$ cat src/rtl/gpio_amask_pkg.sv
package gpio_amask_pkg;
   localparam int unsigned ADDR_W = 3;

   typedef enum logic [ADDR_W-1:0] {
      REG_PORT  = 3'd0,
      REG_LATCH = 3'd1,
      REG_DIR   = 3'd2,
      REG_ANSEL = 3'd3,
      REG_SLEW  = 3'd4
   } port_reg_e;
endpackage

$ cat src/rtl/gpio_in_sync.sv
module gpio_in_sync #(
   parameter int unsigned WIDTH  = 8,
   parameter int unsigned STAGES = 2
) (
   input  logic             clk,
   input  logic             rst_n,
   input  logic [WIDTH-1:0] d_async,
   output logic [WIDTH-1:0] q_sync
);
   logic [STAGES-1:0][WIDTH-1:0] stg_q;

   always_ff @(posedge clk or negedge rst_n) begin
      if (!rst_n) stg_q[0] <= '0;
      else        stg_q[0] <= d_async;
   end

   for (genvar s = 1; s < STAGES; s++) begin : g_stage
      always_ff @(posedge clk or negedge rst_n) begin
         if (!rst_n) stg_q[s] <= '0;
         else        stg_q[s] <= stg_q[s-1];
      end
   end

   assign q_sync = stg_q[STAGES-1];
endmodule

$ cat src/rtl/gpio_pin_regs.sv
module gpio_pin_regs
   import gpio_amask_pkg::*;
#(
   parameter int unsigned WIDTH = 8
) (
   input  logic              clk,
   input  logic              rst_n,
   input  logic              wr,
   input  logic [ADDR_W-1:0] addr,
   input  logic [WIDTH-1:0]  wdata,
   output logic [WIDTH-1:0]  latch_q,
   output logic [WIDTH-1:0]  dir_q,
   output logic [WIDTH-1:0]  ansel_q,
   output logic              slew_q
);
   logic hit_latch, hit_dir, hit_ansel, hit_slew;

   always_comb begin
      hit_latch = 1'b0;
      hit_dir   = 1'b0;
      hit_ansel = 1'b0;
      hit_slew  = 1'b0;
      if (wr) begin
         case (addr)
            REG_PORT, REG_LATCH: hit_latch = 1'b1;
            REG_DIR:             hit_dir   = 1'b1;
            REG_ANSEL:           hit_ansel = 1'b1;
            REG_SLEW:            hit_slew  = 1'b1;
            default: ;
         endcase
      end
   end

   always_ff @(posedge clk or negedge rst_n) begin
      if (!rst_n) begin
         latch_q <= '0;
         dir_q   <= '1;
         ansel_q <= '1;
         slew_q  <= 1'b1;
      end else begin
         if (hit_latch) latch_q <= wdata;
         if (hit_dir)   dir_q   <= wdata;
         if (hit_ansel) ansel_q <= wdata;
         if (hit_slew)  slew_q  <= wdata[0];
      end
   end
endmodule

$ cat src/rtl/gpio_rd_mux.sv
module gpio_rd_mux
   import gpio_amask_pkg::*;
#(
   parameter int unsigned WIDTH = 8
) (
   input  logic [ADDR_W-1:0] addr,
   input  logic [WIDTH-1:0]  pin_sync,
   input  logic [WIDTH-1:0]  latch_q,
   input  logic [WIDTH-1:0]  dir_q,
   input  logic [WIDTH-1:0]  ansel_q,
   input  logic              slew_q,
   output logic [WIDTH-1:0]  rdata
);
   logic [WIDTH-1:0] pin_view;

   for (genvar i = 0; i < WIDTH; i++) begin : g_mask
      assign pin_view[i] = pin_sync[i] & ~ansel_q[i];
   end

   always_comb begin
      case (addr)
         REG_PORT:  rdata = pin_view;
         REG_LATCH: rdata = latch_q;
         REG_DIR:   rdata = dir_q;
         REG_ANSEL: rdata = ansel_q;
         REG_SLEW:  rdata = {{(WIDTH-1){1'b0}}, slew_q};
         default:   rdata = '0;
      endcase
   end
endmodule

$ cat src/rtl/gpio_amask_port.sv
module gpio_amask_port
   import gpio_amask_pkg::*;
#(
   parameter int unsigned WIDTH       = 8,
   parameter int unsigned SYNC_STAGES = 2
) (
   input  logic              clk,
   input  logic              rst_n,
   input  logic              bus_wr,
   input  logic [ADDR_W-1:0] bus_addr,
   input  logic [WIDTH-1:0]  bus_wdata,
   output logic [WIDTH-1:0]  bus_rdata,
   input  logic [WIDTH-1:0]  pad_in,
   output logic [WIDTH-1:0]  pad_out,
   output logic [WIDTH-1:0]  pad_oe,
   output logic              pad_slow
);
   if (WIDTH < 1 || WIDTH > 32) begin : g_bad_width
      $error("gpio_amask_port: WIDTH must be 1..32");
   end
   if (SYNC_STAGES < 2) begin : g_bad_sync
      $error("gpio_amask_port: SYNC_STAGES must be at least 2");
   end

   logic [WIDTH-1:0] pin_sync;
   logic [WIDTH-1:0] latch_q;
   logic [WIDTH-1:0] dir_q;
   logic [WIDTH-1:0] ansel_q;
   logic             slew_q;

   gpio_in_sync #(.WIDTH(WIDTH), .STAGES(SYNC_STAGES)) u_sync (
      .clk     (clk),
      .rst_n   (rst_n),
      .d_async (pad_in),
      .q_sync  (pin_sync)
   );

   gpio_pin_regs #(.WIDTH(WIDTH)) u_regs (
      .clk     (clk),
      .rst_n   (rst_n),
      .wr      (bus_wr),
      .addr    (bus_addr),
      .wdata   (bus_wdata),
      .latch_q (latch_q),
      .dir_q   (dir_q),
      .ansel_q (ansel_q),
      .slew_q  (slew_q)
   );

   gpio_rd_mux #(.WIDTH(WIDTH)) u_rd (
      .addr     (bus_addr),
      .pin_sync (pin_sync),
      .latch_q  (latch_q),
      .dir_q    (dir_q),
      .ansel_q  (ansel_q),
      .slew_q   (slew_q),
      .rdata    (bus_rdata)
   );

   assign pad_out  = latch_q;
   assign pad_oe   = ~dir_q;
   assign pad_slow = slew_q;
endmodule

$ cat config.mk
export PLATFORM = sky130hd
export DESIGN_NAME = gpio_amask_port
export DESIGN_NICKNAME = d
export VERILOG_FILES = /design/src/rtl/gpio_amask_pkg.sv /design/src/rtl/gpio_in_sync.sv /design/src/rtl/gpio_pin_regs.sv /design/src/rtl/gpio_rd_mux.sv /design/src/rtl/gpio_amask_port.sv
export SDC_FILE = /design/constraint.sdc
export NUM_CORES = 1
export LEC_CHECK = 0
export BUFFER_PORTS_ARGS = -buffer_cell sky130_fd_sc_hd__buf_2
export CAP_MARGIN = 40
export CORE_MARGIN = 2
export CORE_UTILIZATION = 45
export CTS_CLUSTER_DIAMETER = 60
export DETAILED_ROUTE_END_ITERATION = 7
export HOLD_SLACK_MARGIN = 0.02
export PLACE_DENSITY = 0.8
export RECOVER_POWER = 25
export SYNTH_ARGS = -nofsm -noshare
export SYNTH_HDL_FRONTEND = slang
export SYNTH_SLANG_ARGS = --single-unit
$ cat constraint.sdc
create_clock -name clk -period 0.8 [get_ports clk]
set_input_delay 0.04 -clock clk [delete_from_list [all_inputs] [get_ports clk]]
set_output_delay 0.04 -clock clk [all_outputs]
set_load 0.03 [all_outputs]
==> reports/results.tsv, run 1 <==
metric	value	unit
die_area	4370	um^2
cts-root-buf	clkbuf_8	
critical_path.max_fanout	2	
fin_worst_skew	0.00117	ns
crit_path_top_delay_cell	dfstp_2	
start_kind	flip-flop	
start_util	47.0	%
synth_edf_count	0	
clk_pin_slew	0.08	ns
max_stage_delay	0.58	ns
synthMuxAreaShare	15.7	%
area_delta_synth_final	82.8	%
worst_pin_slew	0.326	ns
nets	257	
drc_errors	0	
ys_types	24	
dp.cells	250	
cts_tree	built	
vdd_drop_max	0.00209	V
min_path_type	input pin to asynchronous set/reset pin	
port_buffers	46	
fin_cells	284	
fmax	621	MHz
setup_viol	48	
totalWireLength	6220	um
dp_hpwl	2950	um
via_count	1520	
core_area	3690	um^2
status	complete, but fails checks	
cts.sinks	41	
cp.arrival	1.57	ns
synth_common_cells	24 x dfrtp_1, 18 x mux2_2, 17 x dfstp_2	
synthesis.area	1740	um^2
maxCapViolCount	0	
finalSetupTns	-11.98	ns
h-tree-depth	2	
maxSlewHeadroom	77.6	%
async_reset_ff_share	100	%
synth_largest_area_cell	dfrtp_1	
overflow	0	
vias_per_cell	5.35	
cts_buffers	5	
critical_path_class	flip-flop to output pin	
synth_top_area_share	34.6	%
synth_area_per_cell	13.2	um^2
finalWeightedCongestion	0.756	
ant_nets	0	
cp-end-kind	output pin	
ys.flop_type	dfrtp_1	
synthAdderAreaFrac	0	%
min_period_over_period	201	%
syn_nets	153	
cp.required	0.76	ns
timing.hold.ws	0.195	ns
power_leakage	1.41	nW
critical-path-top-delay-family	flip-flops	
final_util	86.0	%
synth_seq_area_share	60.3	%
grt_usage	26.5	%
ioPinCount	47	
grt_max_degree	32	
drt_first_pass_iters	4	
die_y	66.1	um
final_hold_viol_count	0	
antenna_found_initial	0	
clk_latency	0.30	ns
post-route-min-period	1.61	ns
seqCellArea	1050	um^2
fillers	168	
cp_num_buf_inv	2	
fp.dieW	66.1	um
synth_area_leaders	dfrtp_1 35%, dfstp_2 26%, mux2_2 12%, mux2i_1 4.0%, a221oi_1 3.5%	
grt_pass1_vias	1534	
cts_buffer_depth	2	
synth_top_family_by_area	multiplexers	
drt_iter0_drc	81	
rows	22	
synth_simple_gate_area_share	7.79	%
p_per_area	2300	nW/um^2
synth-seq-cells	41	
synthXorXnorAreaFrac	0	%
violations	setup timing	
ys_warn_count	0	
grt_pass1_wl	8230	um
maxSlewViolCount	0	
drive_gt1_share	78.0	%
finalWorstSetupSlack	-0.809	ns
multi_input_area	870	um^2
synth_compound_area_share	10.4	%
wl_per_cell	21.9	um
crit_chain	nor2_2, a221oi_2, buf_4, a211oi_4, buf_6	
synthCells	131	
rsz0062_at_grt	yes	
yosys.cell_count.top_type	dfrtp_1	
antennaDiodeCount	0	
-- through the flow --
stage / power, mW / setup WS [ns] / area [um^2]
3_3_place_gp: 4.59 / -0.441 / 2440
4_1_cts: 6.97 / -0.706 / 3000
5_1_grt: 7.57 / -0.876 / 3170
6_report: 7.30 / -0.809 / 3170
3_5_place_dp: 4.68 / -0.497 / 2440
2_1_floorplan: 3.90 / -0.332 / 1900
-- what timing repair did --
item	CTS	global route
resized for setup	90	31
endpoints found under the setup margin	47	50
hold buffers	17	0
gates cloned	0	1
buffers inserted	4	11
pin swaps	9	10
hold endpoints to repair	53	0
-- worst register-to-register path, delay by kind of cell, from the launching register on --
kind / cells / cell delay (ns)
buffers and inverters: 1 / 0.13
multiplexers: 1 / 0.27
flip-flops: 1 / 0.43
-- cells in the final DEF, fill, tap and decap left out, types with 2 or more instances in the layout --
master / Yosys / layout
nand2_2: 0 / 5
mux2i_2: 0 / 2
dfstp_2: 17 / 17
buf_4: 3 / 18
mux2_4: 0 / 10
nor2_2: 0 / 5
dfrtp_2: 0 / 4
nor2_1: 7 / 2
dlygate4sd3_1: 0 / 17
buf_2: 2 / 19
nand2_1: 10 / 4
mux2i_1: 7 / 4
a221oi_2: 0 / 7
clkbuf_8: 0 / 6
dfrtp_1: 24 / 20
inv_2: 0 / 7
buf_6: 3 / 43
o21ai_2: 2 / 7
a211oi_4: 0 / 7
mux2_2: 18 / 8
buf_12: 0 / 6
-- where the power goes --
part | switching [mW] | total [mW] | internal (mW) | leakage [nW]
Sequential | 0.288 | 2.81 | 2.53 | 0.455
Clock | 0.688 | 1.70 | 1.02 | 0.0585
Combinational | 1.34 | 2.79 | 1.45 | 0.896
-- registers in the layout (all words and copies together), names as in the netlist --
register and flops:
u_regs.ansel_q 8, u_regs.latch_q 8, u_sync.stg_q 8, u_sync.q_sync 8, u_regs.slew_q 1, u_regs.dir_q 8
-- cell type report --
| type | count | area share, % |
|---|---|---|
| Sequential cell | 41 | 33.2 |
| Timing Repair Buffer | 106 | 32.8 |
| Multi-Input combinational cell | 73 | 27.4 |
| Clock buffer | 7 | 2.72 |
| Tap cell | 48 | 1.89 |
| Inverter | 8 | 1.03 |
| Clock inverter | 1 | 0.946 |
-- worst paths after layout --
path                                                     from  cells after the start                            end  slack (ns)
max in group asynchronous                               rst_n                      3  u_regs.ansel_q[3]$_DFFE_PN1P_        0.06
min in group clk                                       bus_wr                      3  u_regs.ansel_q[5]$_DFFE_PN1P_        0.28
worst min register to register      u_sync.stg_q[3]$_DFF_PN0_                      0     u_sync.q_sync[3]$_DFF_PN0_        0.35
worst max register to register  u_regs.latch_q[3]$_DFFE_PN0P_                      2  u_regs.latch_q[3]$_DFFE_PN0P_       -0.14
worst max-delay path            u_regs.ansel_q[1]$_DFFE_PN1P_                      5                   bus_rdata[1]       -0.81
worst min-delay path                                    rst_n                      2      u_sync.stg_q[4]$_DFF_PN0_        0.19
-- metal layers --
| metal | up-vias | share of wire, % | wire length (um) | track usage [%] |
|---|---|---|---|---|
| li1 | 665 | - | - | - |
| met1 | 777 | 38 | 2380 | 31.4 |
| met2 | 63 | 54 | 3350 | 47.8 |
| met3 | 15 | 5.2 | 325 | 6.13 |
| met4 | 0 | 2.7 | 165 | 7.14 |
| met5 | - | 0 | 0 | 0 |
-- logic make-up after synthesis --
kind of cell	after synthesis
buf+inv	17
mux	25
compound gates	25
flops	41
simple gates	23
Power figures use the tool's default switching activity.
==> inputs of run 2 (changes only) <==
--- a/config.mk
+++ b/config.mk
@@ -8,11 +8,11 @@
 export BUFFER_PORTS_ARGS = -buffer_cell sky130_fd_sc_hd__buf_2
 export CAP_MARGIN = 40
 export CORE_MARGIN = 2
-export CORE_UTILIZATION = 45
+export CORE_UTILIZATION = 46
 export CTS_CLUSTER_DIAMETER = 60
 export DETAILED_ROUTE_END_ITERATION = 7
 export HOLD_SLACK_MARGIN = 0.02
-export PLACE_DENSITY = 0.8
+export PLACE_DENSITY = 0.81
 export RECOVER_POWER = 25
 export SYNTH_ARGS = -nofsm -noshare
 export SYNTH_HDL_FRONTEND = slang
==> reports/results.tsv, run 2 (same netlist as run 1, synthesis figures left out) <==
metric	value	unit	change
cts_buffer_depth	2		unchanged
fin_worst_skew	0.000915	ns	was 0.00117 ns
timing.hold.ws	0.235	ns	was 0.195 ns
vias_per_cell	5.22		was 5.35
drt_first_pass_iters	4		unchanged
nets	246		was 257
rrSetupSlack	-0.15	ns	was -0.14 ns
startpoint	u_regs.ansel_q[4]$_DFFE_PN1P_		was u_regs.ansel_q[1]$_DFFE_PN1P_
maxSlewViolCount	0		unchanged
cp.required	0.76	ns	about the same
min_path_type	input pin to flip-flop		was input pin to asynchronous set/reset pin
ant_nets	0		unchanged
grt_pass1_vias	1519		was 1534
final_hold_viol_count	0		unchanged
dp_hpwl	2820	um	was 2950 um
max_stage_delay	0.56	ns	was 0.58 ns
antennaDiodeCount	0		unchanged
drc_errors	0		unchanged
grt_usage	25.2	%	was 26.5%
h-tree-depth	2		unchanged
maxCapViolCount	0		unchanged
final_util	82.0	%	was 86.0%
post-route-min-period	1.51	ns	was 1.61 ns
drive_gt1_share	72.9	%	was 78.0%
antenna_found_initial	0		unchanged
pre_cts_slack	-0.488	ns	was -0.497 ns
cts_tree	built		unchanged
overflow	0		unchanged
worst_pin_slew	0.365	ns	was 0.326 ns
setup_viol	43		was 48
port_buffers	46		unchanged
critical_path_class	flip-flop to output pin		unchanged
crit_path_top_delay_cell	dfstp_2		unchanged
power	6.83	mW	was 7.30 mW
grt_max_degree	42		was 32
fillers	182		was 168
wl_per_cell	18.7	um	was 21.9 um
finalWeightedCongestion	0.880		was 0.756
core_area	3630	um^2	was 3690 um^2
cts.sinks	41		unchanged
rows	22		unchanged
fmax	663	MHz	was 621 MHz
violations	setup timing		unchanged
final_common_cell	buf_6		unchanged
crit_chain	nor2_1, a221oi_2, buf_4, a211oi_4, buf_6		was nor2_2, a221oi_2, buf_4, a211oi_4, buf_6
p_per_area	2290	nW/um^2	was 2300 nW/um^2
drt_iter0_drc	108		was 81
grt_pass1_wl	7800	um	was 8230 um
cp-end-kind	output pin		unchanged
totalWireLength	5100	um	was 6220 um
rsz0062_at_grt	yes		unchanged
area_delta_synth_final	71.7	%	was 82.8%
status	complete, but fails checks		unchanged
clk_latency	0.29	ns	was 0.30 ns
maxSlewHeadroom	75.7	%	was 77.6%
start_util	47.8	%	was 47.0%
critical_path.max_fanout	2		unchanged
final_cell_mix	38 x buf_6, 21 x buf_2, 20 x dfrtp_1		was 43 x buf_6, 20 x dfrtp_1, 19 x buf_2
fp.dieW	65.4	um	was 66.1 um
finalWorstSetupSlack	-0.707	ns	was -0.809 ns
hp-start	bus_wr		
via_count	1426		was 1520
worstReg2RegStart	u_regs.latch_q[5]$_DFFE_PN0P_		was u_regs.latch_q[3]$_DFFE_PN0P_
die_y	65.4	um	was 66.1 um
cts_buffers	5		unchanged
power_leakage	1.32	nW	was 1.41 nW
start_kind	flip-flop		unchanged
min_period_over_period	188	%	was 201%
ioPinCount	47		unchanged
cts-root-buf	clkbuf_8		unchanged
clk_pin_slew	0.08	ns	about the same
die_area	4280	um^2	was 4370 um^2
cp.arrival	1.47	ns	was 1.57 ns
vdd_drop_max	0.00216	V	was 0.00209 V
[run 2: cell types whose count changed in the layout (fill, tap and decap cells not counted), sizes merged]
cell / previous run / this run
bufinv: 1 / 0
clkinv: 0 / 1
buf: 86 / 78
clkbuf: 10 / 7
[run 2: cell type report]
| type | instances | area (um^2) | share of cell area (%) |
|---|---|---|---|
| sequential | 41 | 1050 | 35.3 |
| timing repair buffer | 95 | 878 | 29.5 |
| multi-input combinational | 73 | 857 | 28.8 |
| clock buffer | 7 | 96.3 | 3.23 |
| tap | 48 | 60.1 | 2.02 |
| inverter | 8 | 30.0 | 1.01 |
| clock inverter | 1 | 5.00 | 0.168 |
[run 2: power breakdown]
part	internal, mW	switching [mW]	total [mW]
registers	2.53	0.290	2.82
clock network	0.779	0.679	1.46
logic	1.32	1.23	2.55
total	4.62	2.20	6.83
[run 2: worst paths after layout]
check / to / cells after the start
max: bus_rdata[4] / 5
min: u_regs.slew_q$_DFFE_PN1P_ / 4
max reg2reg: u_regs.latch_q[5]$_DFFE_PN0P_ / 2
min reg2reg: u_sync.q_sync[4]$_DFF_PN0_ / 0
max in group asynchronous: u_regs.ansel_q[1]$_DFFE_PN1P_ / 3
min in group asynchronous: u_regs.latch_q[4]$_DFFE_PN0P_ / 3
[run 2: layer usage]
| metal | share of wire [%] | routed length [um] | track usage (%) |
|---|---|---|---|
| met5 | 0 | 0 | 0 |
| met4 | 1.4 | 70 | 8.07 |
| met2 | 53 | 2720 | 41.2 |
| met1 | 42 | 2150 | 33.0 |
| met3 | 3.1 | 160 | 6.51 |
[run 2: repair_timing]
item / CTS / global route
resized for setup: 86 / 16
hold endpoints to repair: 67 / 0
setup endpoints to repair: 47 / 49
cloned: 0 / 0
setup buffers: 3 / 3
pin swaps: 10 / 3
hold buffers: 17 / 0
[run 2: critical path: cells and delay by family, from the launching register on]
kind | cells | cell delay (ns)
simple gates | 1 | 0.06
flops | 1 | 0.56
buf+inv | 2 | 0.31
compound gates | 2 | 0.26
[run 2: through the flow]
stage               setup TNS (ns)  area, um^2  cells
finish                      -10.75        2980    273
global route                -12.21        2980    273
CTS                         -10.24        2910    272
detailed placement          -10.93        2390    247
global placement            -10.22        2390    247
floorplan                    -5.06        1900    131
==> inputs of run 3 (changes only) <==
==> constraint.sdc (replaced) <==
create_clock -name clk -period 1.25 [get_ports clk]
set_input_delay 0.0625 -clock clk [delete_from_list [all_inputs] [get_ports clk]]
set_output_delay 0.0625 -clock clk [all_outputs]
set_load 0.03 [all_outputs]
==> reports/results.tsv, run 3 (same netlist as run 1, synthesis figures left out) <==
metric	value	unit	change
status	complete, but fails checks		unchanged
violations	setup timing		unchanged
wl_per_cell	15.0	um	was 18.7 um
cts.sinks	41		unchanged
cts_buffers	5		unchanged
postPlaceCellArea	2140	um^2	was 2390 um^2
finalWeightedCongestion	0.731		was 0.880
port_buffers	46		unchanged
drive_gt1_share	62.5	%	was 72.9%
via_count	1304		was 1426
rsz0062_at_grt	yes		unchanged
antenna_found_initial	0		unchanged
fin_cells	256		was 273
startpoint	u_regs.ansel_q[6]$_DFFE_PN1P_		was u_regs.ansel_q[4]$_DFFE_PN1P_
drt_first_pass_iters	4		unchanged
vias_per_cell	5.09		was 5.22
rr_worst_depth	2		unchanged
cp-end-kind	output pin		unchanged
drt_iter0_drc	40		was 108
dp_hpwl	2670	um	was 2820 um
timing.hold.ws	0.240	ns	was 0.235 ns
final_util	68.6	%	was 82.0%
rrSetupSlack	0.40	ns	was -0.15 ns
drc_errors	0		unchanged
maxCapViolCount	0		unchanged
min_period_over_period	117	%	
start_util	47.8	%	unchanged
core_area	3630	um^2	unchanged
pre_cts_slack	-0.0137	ns	was -0.488 ns
final_hold_viol_count	0		unchanged
start_kind	flip-flop		unchanged
grt_pass1_wl	6330	um	was 7800 um
worstReg2RegStart	u_regs.dir_q[1]$_DFFE_PN1P_		was u_regs.latch_q[5]$_DFFE_PN0P_
cp.required	1.19	ns	was 0.76 ns
maxSlewViolCount	0		unchanged
cts_setup_buffers	0		was 3
setup_viol	8		was 43
area_delta_synth_final	43.5	%	was 71.7%
grt_max_degree	42		unchanged
dp.cells	231		was 247
fp.dieW	65.4	um	unchanged
clk_pin_slew	0.07	ns	was 0.08 ns
critical_path.max_fanout	3		was 2
finalWorstSetupSlack	-0.207	ns	was -0.707 ns
cts_buffer_depth	2		unchanged
r2r_end	u_regs.dir_q[1]$_DFFE_PN1P_		was u_regs.latch_q[5]$_DFFE_PN0P_
h-tree-depth	2		unchanged
cts_tree	built		unchanged
die_area	4280	um^2	unchanged
die_y	65.4	um	unchanged
min_path_type	input pin to flip-flop		unchanged
antennaDiodeCount	0		unchanged
p_per_area	1490	nW/um^2	was 2290 nW/um^2
final_cell_mix	38 x buf_2, 24 x dfrtp_1, 20 x buf_4		was 38 x buf_6, 21 x buf_2, 20 x dfrtp_1
totalWireLength	3850	um	was 5100 um
final_common_cell	buf_2		was buf_6
fmax	687	MHz	
vdd_drop_max	0.000860	V	was 0.00216 V
clk_latency	0.29	ns	about the same
finalSetupTns	-1.52	ns	was -10.75 ns
grt_usage	20.1	%	was 25.2%
critical_path_class	flip-flop to output pin		unchanged
cp.arrival	1.39	ns	was 1.47 ns
crit_path_end	bus_rdata[6]		was bus_rdata[4]
maxSlewHeadroom	35.8	%	was 75.7%
fin_worst_skew	0.00175	ns	was 0.000915 ns
worst_pin_slew	0.963	ns	was 0.365 ns
power	3.71	mW	was 6.83 mW
cts-root-buf	clkbuf_8		unchanged
ioPinCount	47		unchanged
post-route-min-period	1.46	ns	
overflow	0		unchanged
ant_nets	0		unchanged
power_leakage	1.12	nW	was 1.32 nW
nets	229		was 246
rows	22		unchanged
grt_pass1_vias	1361		was 1519
final_area	2490	um^2	was 2980 um^2
-- run 3: changes by cell type in the layout (fill, tap and decap cells not counted), moves of 5 or more --
cell / previous run / this run
inv_2: 8 / 0
o21ai_1: 5 / 0
o21ai_0: 0 / 6
buf_2: 21 / 38
mux2_2: 4 / 17
buf_6: 38 / 1
a211oi_4: 7 / 0
inv_1: 0 / 8
a211oi_2: 0 / 7
mux2_4: 14 / 1
-- run 3: worst min path at each step --
stage / start / end / cells past startpoint
finish: bus_wr / u_regs.slew_q$_DFFE_PN1P_ / 4
global route: bus_wr / u_regs.slew_q$_DFFE_PN1P_ / 4
floorplan: rst_n / u_regs.latch_q[0]$_DFFE_PN0P_ / 0
global placement: rst_n / u_sync.stg_q[7]$_DFF_PN0_ / 2
CTS: bus_wr / u_regs.slew_q$_DFFE_PN1P_ / 4
detailed placement: rst_n / u_sync.stg_q[3]$_DFF_PN0_ / 2
-- run 3: worst max-delay path, cell delays in order, from the launching register on --
cell,delay [ns]
dfstp_2,0.55
nor2_2,0.04
a221oi_2,0.28
a211oi_2,0.05
buf_4,0.17
-- run 3: routing by layer --
metal | wire length [um] | GRT usage [%]
met1 | 1640 | 23.6
met2 | 1930 | 34.1
met3 | 160 | 5.31
met4 | 114 | 9.90
met5 | 0 | 0
-- run 3: power breakdown --
group,internal (mW),total (mW),switching [mW],leakage (nW)
Sequential,1.61,1.75,0.141,0.460
Combinational,0.423,1.02,0.599,0.608
Clock,0.499,0.942,0.443,0.0542
Total,2.53,3.71,1.18,1.12
-- run 3: cell type report --
cell class                 count  area [um^2]
sequential                    41         1050
multi-input combinational     73          706
clock buffer                   7         96.3
timing repair buffer          78          547
clock inverter                 1         5.00
fill                         274         1140
inverter                       8         30.0
tap                           48         60.1
-- run 3: timing repair --
item                                   in CTS  in global routing
pin swaps                                  14                  1
gates cloned                                0                  0
endpoints found under the hold margin      40                  0
hold buffers                               17                  0
setup endpoints to repair                   8                  8
resized for setup                          21                  1
